## src/rtl/icf_pkg.sv

```systemverilog
package icf_pkg;
  localparam int WORD_W = 32;
  localparam int OP_W   = 6;
  localparam int FN_W   = 6;
  localparam int FMT_W  = 5;
  localparam int WT_W   = 8;
  localparam int OP_N   = 1 << OP_W;
  localparam int FN_N   = 1 << FN_W;
  localparam int FMT_N  = 1 << FMT_W;
  localparam int CFG_AW = 8;

  localparam logic [OP_W-1:0] OP_SPECIAL = 6'h00;
  localparam logic [OP_W-1:0] OP_COP1    = 6'h11;

  localparam logic [CFG_AW-1:0] A_OPM_LO  = 8'h00;
  localparam logic [CFG_AW-1:0] A_OPM_HI  = 8'h01;
  localparam logic [CFG_AW-1:0] A_FNM_LO  = 8'h02;
  localparam logic [CFG_AW-1:0] A_FNM_HI  = 8'h03;
  localparam logic [CFG_AW-1:0] A_FMTM    = 8'h04;
  localparam logic [CFG_AW-1:0] A_OPW_BASE = 8'h40;
  localparam logic [CFG_AW-1:0] A_FNW_BASE = 8'h80;

  typedef logic [OP_N-1:0][WT_W-1:0] op_wt_tbl_t;
  typedef logic [FN_N-1:0][WT_W-1:0] fn_wt_tbl_t;
endpackage

```

## src/rtl/icf_cfg_regs.sv

```systemverilog
module icf_cfg_regs
  import icf_pkg::*;
(
  input  logic                clk,
  input  logic                rst_n,
  input  logic                cfg_we,
  input  logic [CFG_AW-1:0]   cfg_addr,
  input  logic [WORD_W-1:0]   cfg_wdata,
  output logic [OP_N-1:0]     op_mask,
  output logic [FN_N-1:0]     fn_mask,
  output logic [FMT_N-1:0]    fmt_mask,
  output op_wt_tbl_t          op_wt,
  output fn_wt_tbl_t          fn_wt
);
  logic [OP_N-1:0]  op_mask_q, op_mask_d;
  logic [FN_N-1:0]  fn_mask_q, fn_mask_d;
  logic [FMT_N-1:0] fmt_mask_q, fmt_mask_d;
  logic             mask_en;

  always_comb begin
    op_mask_d  = op_mask_q;
    fn_mask_d  = fn_mask_q;
    fmt_mask_d = fmt_mask_q;
    mask_en    = 1'b0;
    if (cfg_we) begin
      unique case (cfg_addr)
        A_OPM_LO: begin op_mask_d[31:0]  = cfg_wdata; mask_en = 1'b1; end
        A_OPM_HI: begin op_mask_d[63:32] = cfg_wdata; mask_en = 1'b1; end
        A_FNM_LO: begin fn_mask_d[31:0]  = cfg_wdata; mask_en = 1'b1; end
        A_FNM_HI: begin fn_mask_d[63:32] = cfg_wdata; mask_en = 1'b1; end
        A_FMTM:   begin fmt_mask_d       = cfg_wdata[FMT_N-1:0]; mask_en = 1'b1; end
        default:  mask_en = 1'b0;
      endcase
    end
  end

  always_ff @(posedge clk or negedge rst_n) begin
    if (!rst_n) begin
      op_mask_q  <= '1;
      fn_mask_q  <= '1;
      fmt_mask_q <= '1;
    end else if (mask_en) begin
      op_mask_q  <= op_mask_d;
      fn_mask_q  <= fn_mask_d;
      fmt_mask_q <= fmt_mask_d;
    end
  end

  for (genvar i = 0; i < OP_N; i++) begin : g_opw
    logic hit;
    assign hit = cfg_we && (cfg_addr == (A_OPW_BASE + CFG_AW'(i)));
    always_ff @(posedge clk or negedge rst_n) begin
      if (!rst_n)   op_wt[i] <= '0;
      else if (hit) op_wt[i] <= cfg_wdata[WT_W-1:0];
    end
  end

  for (genvar i = 0; i < FN_N; i++) begin : g_fnw
    logic hit;
    assign hit = cfg_we && (cfg_addr == (A_FNW_BASE + CFG_AW'(i)));
    always_ff @(posedge clk or negedge rst_n) begin
      if (!rst_n)   fn_wt[i] <= '0;
      else if (hit) fn_wt[i] <= cfg_wdata[WT_W-1:0];
    end
  end

  assign op_mask  = op_mask_q;
  assign fn_mask  = fn_mask_q;
  assign fmt_mask = fmt_mask_q;

  // a write to an unmapped address leaves the masks alone
  a_r11_unmapped_quiet: assert property (@(posedge clk) disable iff (!rst_n)
    (cfg_we && cfg_addr > A_FMTM && cfg_addr < A_OPW_BASE)
      |=> ($stable(op_mask_q) && $stable(fn_mask_q) && $stable(fmt_mask_q)));
endmodule

```

## src/rtl/icf_classify.sv

```systemverilog
module icf_classify
  import icf_pkg::*;
(
  input  logic [OP_W-1:0]   op,
  input  logic [FN_W-1:0]   fn,
  input  logic [FMT_W-1:0]  fmt,
  input  logic [OP_N-1:0]   op_mask,
  input  logic [FN_N-1:0]   fn_mask,
  input  logic [FMT_N-1:0]  fmt_mask,
  input  op_wt_tbl_t        op_wt,
  input  fn_wt_tbl_t        fn_wt,
  output logic              legal,
  output logic [WT_W-1:0]   weight
);
  logic is_reg_fmt, is_cop;
  logic op_ok, fn_ok, fmt_ok;

  always_comb begin
    is_reg_fmt = (op == OP_SPECIAL);
    is_cop     = (op == OP_COP1);
    op_ok      = op_mask[op];
    fn_ok      = !is_reg_fmt || fn_mask[fn];
    fmt_ok     = !is_cop || fmt_mask[fmt];
    legal      = op_ok && fn_ok && fmt_ok;
    weight     = is_reg_fmt ? fn_wt[fn] : op_wt[op];
  end
endmodule

```

## src/rtl/icf_rank_accum.sv

```systemverilog
module icf_rank_accum
  import icf_pkg::*;
#(
  parameter int MAX_CAND = 16,
  localparam int CNT_W   = $clog2(MAX_CAND + 1)
) (
  input  logic              clk,
  input  logic              rst_n,
  input  logic              beat,
  input  logic              last,
  input  logic [WORD_W-1:0] word,
  input  logic              legal,
  input  logic [WT_W-1:0]   weight,
  output logic              res_valid,
  output logic [WORD_W-1:0] res_word,
  output logic              res_unique,
  output logic              res_ambig,
  output logic              res_fail,
  output logic [CNT_W-1:0]  res_count
);
  logic [CNT_W-1:0]  beat_q, beat_d;
  logic [CNT_W-1:0]  lcnt_q, lcnt_d, lcnt_nxt;
  logic              have_q, have_d, have_nxt;
  logic [WT_W-1:0]   bwt_q, bwt_d, bwt_nxt;
  logic [WORD_W-1:0] bword_q, bword_d, bword_nxt;
  logic              close, take, st_en;

  logic              rv_q;
  logic [WORD_W-1:0] rw_q, rw_d;
  logic              ru_q, ru_d, ra_q, ra_d, rf_q, rf_d;
  logic [CNT_W-1:0]  rc_q, rc_d;

  // next-state: running best of the open event
  always_comb begin
    close     = beat && (last || beat_q == CNT_W'(MAX_CAND - 1));
    take      = beat && legal && (!have_q || weight > bwt_q);
    lcnt_nxt  = lcnt_q + CNT_W'(beat && legal);
    have_nxt  = have_q || take;
    bwt_nxt   = take ? weight : bwt_q;
    bword_nxt = take ? word : bword_q;
    st_en     = beat;
    if (close) begin
      beat_d  = '0;
      lcnt_d  = '0;
      have_d  = 1'b0;
      bwt_d   = '0;
      bword_d = '0;
    end else begin
      beat_d  = beat_q + CNT_W'(1);
      lcnt_d  = lcnt_nxt;
      have_d  = have_nxt;
      bwt_d   = bwt_nxt;
      bword_d = bword_nxt;
    end
    rw_d = have_nxt ? bword_nxt : '0;
    rc_d = lcnt_nxt;
    ru_d = (lcnt_nxt == CNT_W'(1));
    ra_d = (lcnt_nxt > CNT_W'(1));
    rf_d = (lcnt_nxt == '0);
  end

  always_ff @(posedge clk or negedge rst_n) begin
    if (!rst_n) begin
      beat_q  <= '0;
      lcnt_q  <= '0;
      have_q  <= 1'b0;
      bwt_q   <= '0;
      bword_q <= '0;
    end else if (st_en) begin
      beat_q  <= beat_d;
      lcnt_q  <= lcnt_d;
      have_q  <= have_d;
      bwt_q   <= bwt_d;
      bword_q <= bword_d;
    end
  end

  always_ff @(posedge clk or negedge rst_n) begin
    if (!rst_n) rv_q <= 1'b0;
    else        rv_q <= close;
  end

  always_ff @(posedge clk or negedge rst_n) begin
    if (!rst_n) begin
      rw_q <= '0;
      ru_q <= 1'b0;
      ra_q <= 1'b0;
      rf_q <= 1'b0;
      rc_q <= '0;
    end else if (close) begin
      rw_q <= rw_d;
      ru_q <= ru_d;
      ra_q <= ra_d;
      rf_q <= rf_d;
      rc_q <= rc_d;
    end
  end

  assign res_valid  = rv_q;
  assign res_word   = rw_q;
  assign res_unique = ru_q;
  assign res_ambig  = ra_q;
  assign res_fail   = rf_q;
  assign res_count  = rc_q;

  // the open-event beat counter never reaches the cap
  a_r10_beat_cap: assert property (@(posedge clk) disable iff (!rst_n)
    beat_q < CNT_W'(MAX_CAND));

  // one outcome per result, and the count fits the event size
  a_r5_one_outcome: assert property (@(posedge clk) disable iff (!rst_n)
    res_valid |-> ($onehot({res_unique, res_ambig, res_fail}) &&
                   res_count <= CNT_W'(MAX_CAND)));

  // a failed event carries no word and no count
  a_r9_fail_clean: assert property (@(posedge clk) disable iff (!rst_n)
    (res_valid && res_fail) |-> (res_word == '0 && res_count == '0));

  // within an event the held best weight only grows
  a_r7_best_grows: assert property (@(posedge clk) disable iff (!rst_n)
    (have_q && $past(have_q)) |-> (bwt_q >= $past(bwt_q)));
endmodule

```

## src/rtl/icf_candidate_select.sv

```systemverilog
module icf_candidate_select
  import icf_pkg::*;
#(
  parameter int MAX_CAND = 16,
  localparam int CNT_W   = $clog2(MAX_CAND + 1)
) (
  input  logic              clk,
  input  logic              rst_n,
  input  logic              cfg_we,
  input  logic [7:0]        cfg_addr,
  input  logic [31:0]       cfg_wdata,
  input  logic              cand_valid,
  output logic              cand_ready,
  input  logic [31:0]       cand_data,
  input  logic              cand_last,
  output logic              res_valid,
  output logic [31:0]       res_word,
  output logic              res_unique,
  output logic              res_ambig,
  output logic              res_fail,
  output logic [CNT_W-1:0]  res_count
);
  logic [1:0]       rst_sync_q;
  logic             rst_int_n;
  logic [OP_N-1:0]  op_mask;
  logic [FN_N-1:0]  fn_mask;
  logic [FMT_N-1:0] fmt_mask;
  op_wt_tbl_t       op_wt;
  fn_wt_tbl_t       fn_wt;
  logic             legal;
  logic [WT_W-1:0]  weight;
  logic             beat;

  always_ff @(posedge clk or negedge rst_n) begin
    if (!rst_n) rst_sync_q <= 2'b00;
    else        rst_sync_q <= {rst_sync_q[0], 1'b1};
  end
  assign rst_int_n  = rst_sync_q[1];
  assign cand_ready = rst_int_n;
  assign beat       = cand_valid && cand_ready;

  icf_cfg_regs u_cfg (
    .clk       (clk),
    .rst_n     (rst_int_n),
    .cfg_we    (cfg_we),
    .cfg_addr  (cfg_addr),
    .cfg_wdata (cfg_wdata),
    .op_mask   (op_mask),
    .fn_mask   (fn_mask),
    .fmt_mask  (fmt_mask),
    .op_wt     (op_wt),
    .fn_wt     (fn_wt)
  );

  icf_classify u_cls (
    .op       (cand_data[31:26]),
    .fn       (cand_data[5:0]),
    .fmt      (cand_data[25:21]),
    .op_mask  (op_mask),
    .fn_mask  (fn_mask),
    .fmt_mask (fmt_mask),
    .op_wt    (op_wt),
    .fn_wt    (fn_wt),
    .legal    (legal),
    .weight   (weight)
  );

  icf_rank_accum #(.MAX_CAND(MAX_CAND)) u_acc (
    .clk        (clk),
    .rst_n      (rst_int_n),
    .beat       (beat),
    .last       (cand_last),
    .word       (cand_data),
    .legal      (legal),
    .weight     (weight),
    .res_valid  (res_valid),
    .res_word   (res_word),
    .res_unique (res_unique),
    .res_ambig  (res_ambig),
    .res_fail   (res_fail),
    .res_count  (res_count)
  );

  // an accepted last beat produces a result in the next cycle
  a_r10_last_gives_result: assert property (@(posedge clk) disable iff (!rst_int_n)
    (cand_valid && cand_ready && cand_last) |=> res_valid);

  // without an accepted beat no result appears
  a_r10_no_beat_no_result: assert property (@(posedge clk) disable iff (!rst_int_n)
    !(cand_valid && cand_ready) |=> !res_valid);

  // a unique outcome reports a single legal candidate
  a_r6_unique_single: assert property (@(posedge clk) disable iff (!rst_int_n)
    (res_valid && res_unique) |-> (res_count == CNT_W'(1)));
endmodule

```

## config.mk

```make
export PLATFORM = sky130hd
export DESIGN_NAME = icf_candidate_select
export DESIGN_NICKNAME = d
export VERILOG_FILES = /design/src/rtl/icf_pkg.sv /design/src/rtl/icf_cfg_regs.sv /design/src/rtl/icf_classify.sv /design/src/rtl/icf_rank_accum.sv /design/src/rtl/icf_candidate_select.sv
export SDC_FILE = /design/constraint.sdc
export NUM_CORES = 2
export LEC_CHECK = 0
export ABC_AREA = 1
export CAP_MARGIN = 20
export CORE_ASPECT_RATIO = 1.25
export CORE_MARGIN = 8
export CORE_UTILIZATION = 40
export CTS_CLUSTER_DIAMETER = 100
export DETAILED_ROUTE_END_ITERATION = 6
export HOLD_SLACK_MARGIN = 0.12
export PLACE_DENSITY = 0.58
export SLEW_MARGIN = 10
export SYNTH_ARGS = -nofsm -noshare
export SYNTH_HDL_FRONTEND = slang
export SYNTH_SLANG_ARGS = --single-unit
```

## constraint.sdc

```tcl
create_clock -name clk -period 77.9 [get_ports clk]
set_input_delay 15.58 -clock clk [delete_from_list [all_inputs] [get_ports clk]]
set_output_delay 15.58 -clock clk [all_outputs]
set_load 0.05 [all_outputs]
```

# Word-level counts from Yosys, hierarchy flattened
# Index checks and enable logic that the tools add are counted.
[totals]
latchBits = 0
ff_bits = 1278
wordCells = 461
romBits = 0
ramBits = 0
out_inout_bits = 42
n_memories = 0
[op_classes]
n_addsub = 2
shift = 0
div = 0
n_eq_ne = 135
reduce_logical = 153
n_bitwise = 0
order_cmp = 5
multipliers = 0
muxes = 21
[ops]
columns = ["op", "n"]
rows = [
  ["$eq A8 B7 Y1 const B", 64],
  ["$eq A8 B8 Y1 const B", 64],
  ["$logic_and A1 B1 Y1", 134],
  ["$bmux W8 S6", 2],
  ["$mux W32", 3],
  ["$mux W8", 5],
  ["$eq A8 B2 Y1 const B", 2],
  ["$reduce_and A3 Y1", 5],
  ["$lt A6 B7 Y1 const B", 2],
  ["$bmux W1 S6", 2],
  ["$mux W5", 2],
  ["$eq A8 B1 Y1 const B", 1],
  ["$eq A8 B3 Y1 const B", 1],
  ["$gt A8 B8 Y1", 1],
  ["$logic_not A8 Y1", 1],
  ["$eq A6 B5 Y1 const B", 1],
  ["$logic_not A6 Y1", 1],
  ["$lt A5 B6 Y1 const B", 1],
  ["$mux W1", 6],
  ["$add A5 B1 Y5", 1],
  ["$add A5 B1 Y5 const B", 1],
  ["$bmux W1 S5", 1],
  ["$eq A5 B1 Y1 const B", 1],
  ["$eq A5 B4 Y1 const B", 1],
  ["7 further kinds", 13],
]

# Depth between registers and ports, before layout
[logic_depth]
ltp_word = 9
ltp_mapped = 29
depth_no_buf = 24

# Cells and area by module
# Synthesis repeated with hierarchy kept, for this count alone.
[hier_totals]
hier_cells = 7570
hier_area_um2 = 59333.2
[modules_own_cells]
columns = ["mod", "cells_each", "instances", "area_each_um2"]
rows = [
  ["icf_cfg_regs", 4150, 1, 42861.1],
  ["icf_classify", 2877, 1, 12110.4],
  ["icf_rank_accum", 538, 1, 4300.4],
  ["icf_candidate_select", 5, 1, 61.3],
]

# Worst setup path after synthesis
# Ideal clock, no wire load.
[synth_timing]
kind = "reg2out"
start = "reg rst_sync_q[1]"
end = "out cand_ready"
path_buffers = 0
stages_incl_launch_ff = 1
arrival_ns = 27.929
required_ns = 62.320
slack_ns = 34.391
cell_sequence = "dfrtp_1"
[synth_lines]
columns = ["item", "line_no", "rtl"]
rows = [
  ["from (decl)", "icf_candidate_select.sv:23", "logic [1:0] rst_sync_q;"],
  ["from (signal assigned)", "icf_candidate_select.sv:36", "else rst_sync_q <= {rst_sync_q[0], 1'b1};"],
  ["to (decl)", "icf_candidate_select.sv:13", "output logic cand_ready,"],
]
# No word-level cell between the ends.

# Final worst setup path
[layout_timing]
start = "in cand_data[0]"
end = "reg u_acc.bwt_q[1]"
[layout_between]
elab_chain_len = 9
elab_cells_between_ends = 16
[layout_lines]
columns = ["item", "line_no", "rtl"]
rows = [
  ["from (decl)", "icf_candidate_select.sv:14", "input logic [31:0] cand_data,"],
  ["branches (longest 9 deep; another with $gt A8 B8 Y1)", "--", ""],
  ["to (signal assigned)", "icf_rank_accum.sv:73", "bwt_q <= bwt_d;"],
  ["to (decl)", "icf_rank_accum.sv:24", "logic [WT_W-1:0] bwt_q, bwt_d, bwt_nxt;"],
]
# Parallel ways; which one is timed is not known. The select of a mux whose other input is x is not followed.
# A chain may end at the register's enable or synchronous reset.

==> Flow_metrics.wiki <==
{| class="wikitable"
! Metric !! Value
|-
| Post-cts gate resize count || 0
|-
| First-pass GRT wire length || 292000 um
|-
| Max-cap viol count || 0
|-
| Final period util || 27.4%
|-
| Hold buffer count at cts || 0
|-
| Worst-path cell with the longest stage delay || sky130_fd_sc_hd__buf_4
|-
| Max Clock Skew || 30.9 ps
|-
| EDFF count, synth || 0
|-
| Switching Share || 26.7%
|-
| Mean post-synth cell area || 8.23 um2
|-
| Clk slew on worst S/H paths || 60 ps
|-
| Power Internal || 1.14 mW
|-
| Category of the worst setup path capture point || register
|-
| Number of buffers added by the clock tree synthesis step || 136
|-
| Final setup vio count || 0
|-
| Vias in the first global route || 46700
|-
| Hpwl dp || 117000 um
|-
| Max-slew headroom || 18.9%
|-
| Maximum clock frequency || 46.8 MHz
|-
| Number of flip-flops and latches in the synthesized netlist || 1275
|-
| Synthesized area || 57200 um2
|-
| Std cell rows || 155
|-
| Count of endpoints failing hold in the final timing report || 0
|-
| Number of antenna violations at the first check in global routing || 8
|-
| Gate Count Post-Synth || 6944
|-
| Power share of the clock group || 42.3%
|-
| WL per Instance || 21.7 um
|-
| Actual slew at the worst max-slew pin || 1210 ps
|-
| Die outline area || 155000 um2
|-
| Distinct cell type count of the synthesized netlist || 38
|-
| Psw || 415 uW
|-
| Commonest cells after routing, fill and taps aside || 2175 x sky130_fd_sc_hd__nand2_1, 1596 x sky130_fd_sc_hd__o21ai_0, 1114 x sky130_fd_sc_hd__dfrtp_1
|-
| Number of search-and-repair iterations in the first detailed-routing pass || 6
|-
| Drc violations || 0
|-
| Status || completed
|-
| Time the final worst path needs with I/O delays and setup || 21360 ps
|-
| Routed vias || 48400
|-
| Proportion of layout cells with a drive suffix above 1 || 7.84%
|-
| Layout-stage area growth over the synthesis result || 12.1%
|-
| Number of placed I/O pins || 119
|-
| Logic gate share of total power || 11.0%
|-
| Most frequent standard cell in the layout excluding fill and tap cells || sky130_fd_sc_hd__nand2_1
|-
| Port Buffers || 118
|-
| Worst skew pair latency || 780 ps
|-
| Iteration-0 DRC Markers || 5047
|-
| Synthesized netlist net count || 7033
|-
| Portion of total power attributed to sequential cells || 46.7%
|-
| Data arrival at the endpoint of the critical path || 22010 ps
|-
| Smallest hold slack || 352 ps
|-
| Worst-case vdd ir drop || 0.0000242 V
|-
| Unrepaired setup endpoints after global routing || false
|-
| Static Leak || 28.2 nW
|-
| Wirelength, routed || 190000 um
|-
| Setup bufs post-CTS || 0
|-
| Peak per-stage delay on the critical path || 860 ps
|-
| Buffers from clock root to sink, at most || 3
|-
| H-tree Lvls || 4
|-
| Maximum fanout along the worst path || 109
|-
| Final GP Congestion || 0.868
|-
| Post-route antenna net violation count || 0
|-
| Global-route usage over all layers || 23.9%
|-
| Top cells by area in the synthesized netlist || sky130_fd_sc_hd__dfrtp_1 49%, sky130_fd_sc_hd__nand2_1 14%, sky130_fd_sc_hd__o21ai_0 14%
|-
| Clock root buffer master || sky130_fd_sc_hd__clkbuf_16
|-
| Final total negative setup slack || 0 ps
|-
| Die Height || 439 um
|-
| Slew Limit Fails || 0
|-
| Portion of the post-synthesis area used by sequential elements || 56.2%
|-
| CP required || 78550 ps
|-
| Floorplan core area || 142000 um2
|-
| Post-synth ARST share || 100%
|-
| Residual overflow from global routing || 0
|-
| Largest net degree at the start of global routing || 183
|-
| WS Path Type || in -> reg
|-
| Commonest register cell after synthesis || sky130_fd_sc_hd__dfrtp_1
|-
| Bufs and invs on worst path || 7
|-
| Count of synthesis-stage warnings from yosys || 0
|-
| Min-Delay Path Class || reg -> reg
|-
| Ratio of routed vias to standard cells || 5.53
|-
| Starting Density || 40.2%
|-
| Most frequent CP cell || sky130_fd_sc_hd__nand2_1
|-
| Clock tree from TritonCTS || yes
|-
| Cell type contributing the most total cell area after synthesis || sky130_fd_sc_hd__dfrtp_1
|-
| Final Core Density || 45.0%
|-
| Pwr per Cell Area || 24.2 nW/um2
|-
| Horizontal extent of the die || 354 um
|-
| Number of filler cells placed in the layout || 14200
|-
| Top cell type's share of synthesized area || 48.8%
|-
| Number of sinks on the clock net || 1275
|-
| Layout net count || 6855
|-
| Type of element launching the critical path || primary input
|-
| Dominant delay contributor by cell family on the critical path || buffers and inverters
|}
-- sequential cells by signal (all words and copies together) (netlist names), 8 cells and up --
register / cells
u_acc.bword_q: 32
u_cfg.op_wt: 509
u_cfg.fn_mask: 64
u_cfg.fn_wt: 512
u_acc.res_word: 32
u_cfg.fmt_mask: 32
u_acc.bwt_q: 8
u_cfg.op_mask: 64
-- through the flow --
step / area (um2) / std cells / power, mW / setup slack (ps)
2_1_floorplan: 57200 / 6944 / 0.845 / 34390
3_3_place_gp: 59300 / 8500 / 0.905 / 55510
3_5_place_dp: 59400 / 8504 / 0.907 / 55710
5_1_grt: 64100 / 8757 / 1.61 / 56020
4_1_cts: 63900 / 8747 / 1.57 / 56530
6_report: 64100 / 8758 / 1.55 / 56540
-- cell type report --
type | count | area [um2] | area share (%)
antenna | 3 | 7.51 | 0.0117
timing repair buffer | 211 | 2040 | 3.19
clock buffer | 205 | 4160 | 6.50
multi-input combinational | 4982 | 22400 | 35.0
sequential | 1275 | 32100 | 50.1
tap | 1884 | 2360 | 3.68
clock inverter | 38 | 339 | 0.529
inverter | 160 | 632 | 0.986
-- power groups by stage --
stage                     registers (mW)  logic, mW  clock network [mW]
final                              0.725      0.171               0.657
after global routing               0.729      0.190               0.693
after CTS                          0.725      0.172               0.669
after detailed placement           0.736      0.171                   0
after global placement             0.735      0.169                   0
after floorplan                    0.755     0.0899                   0
-- routing by layer --
| metal | vias to the layer above | GRT usage, % | share of wire, % |
|---|---|---|---|
| met5 | - | 0 | 0.0084 |
| met4 | 2 | 10.2 | 4.4 |
| met3 | 368 | 3.65 | 5.6 |
| met2 | 1473 | 39.2 | 47 |
| met1 | 23900 | 31.5 | 43 |
| li1 | 22700 | - | - |
-- worst reg2reg max path, stage by stage (launching register included) --
cell and delay (ps):
sky130_fd_sc_hd__dfrtp_1 350, sky130_fd_sc_hd__inv_1 90, sky130_fd_sc_hd__a21oi_1 70, sky130_fd_sc_hd__o21ai_0 130
sky130_fd_sc_hd__o21ai_1 110, sky130_fd_sc_hd__nand2_1 70, sky130_fd_sc_hd__nand2_1 120, sky130_fd_sc_hd__nand2_1 80
sky130_fd_sc_hd__nand3_1 420, sky130_fd_sc_hd__nand3_1 270, sky130_fd_sc_hd__nand3_1 220, sky130_fd_sc_hd__nand2_1 140
sky130_fd_sc_hd__clkinv_1 110, sky130_fd_sc_hd__ha_1 300, sky130_fd_sc_hd__nand2_1 60, sky130_fd_sc_hd__nor2_1 120
sky130_fd_sc_hd__a21oi_1 100, sky130_fd_sc_hd__o21ai_2 190, sky130_fd_sc_hd__buf_4 430, sky130_fd_sc_hd__nand4_4 620
sky130_fd_sc_hd__nand2_2 470, sky130_fd_sc_hd__inv_2 160, sky130_fd_sc_hd__nand2_1 90, sky130_fd_sc_hd__nand2_1 50
-- final timing paths --
path | start | endpoint | slack (ps) | depth (start not counted)
setup / recovery | cand_data[0] | u_acc.bwt_q[1]$_DFFE_PN0P_ | 56540 | 26
hold / removal | rst_sync_q[0]$_DFF_PN0_ | rst_sync_q[1]$_DFF_PN0_ | 350 | 0
setup reg to reg | u_cfg.fn_wt[268]$_DFFE_PN0P_ | u_acc.bwt_q[1]$_DFFE_PN0P_ | 73010 | 23
hold reg to reg | rst_sync_q[0]$_DFF_PN0_ | rst_sync_q[1]$_DFF_PN0_ | 350 | 0
max in group asynchronous | rst_n | rst_sync_q[1]$_DFF_PN0_ | 62790 | 1
min in group asynchronous | rst_sync_q[1]$_DFF_PN0_ | u_cfg.fn_wt[76]$_DFFE_PN0P_ | 440 | 1
-- cell families after synthesis --
kind of cell	share of synthesized area [%]
AND/OR/NAND/NOR	20.4
flip-flops	56.2
buffers and inverters	4.85
adder cells (fa/ha/maj)	0.263
XOR/XNOR	0.0460
other	0.00656
AO/OA/AOI/OAI	18.2
-- cell usage after synthesis, types with 3 or more instances --
master	count
sky130_fd_sc_hd__a31oi_1	4
sky130_fd_sc_hd__a221oi_1	10
sky130_fd_sc_hd__nor3_1	21
sky130_fd_sc_hd__o211ai_1	47
sky130_fd_sc_hd__o22ai_1	125
sky130_fd_sc_hd__buf_2	66
sky130_fd_sc_hd__o21ai_1	12
sky130_fd_sc_hd__buf_4	23
sky130_fd_sc_hd__nor2_1	493
sky130_fd_sc_hd__nand4_1	44
sky130_fd_sc_hd__nand2_1	2180
sky130_fd_sc_hd__buf_6	3
sky130_fd_sc_hd__buf_1	17
sky130_fd_sc_hd__a22oi_1	35
sky130_fd_sc_hd__nor2_2	5
sky130_fd_sc_hd__xor2_1	3
sky130_fd_sc_hd__inv_1	140
sky130_fd_sc_hd__inv_2	11
sky130_fd_sc_hd__a21oi_1	137
sky130_fd_sc_hd__clkinv_1	9
sky130_fd_sc_hd__o2111ai_1	14
sky130_fd_sc_hd__clkbuf_1	418
sky130_fd_sc_hd__ha_1	12
sky130_fd_sc_hd__nand3_1	225
sky130_fd_sc_hd__o21ai_0	1596
sky130_fd_sc_hd__o221ai_1	4
sky130_fd_sc_hd__dfstp_2	160
sky130_fd_sc_hd__dfrtp_1	1115
(Power assumes the default switching activity.)
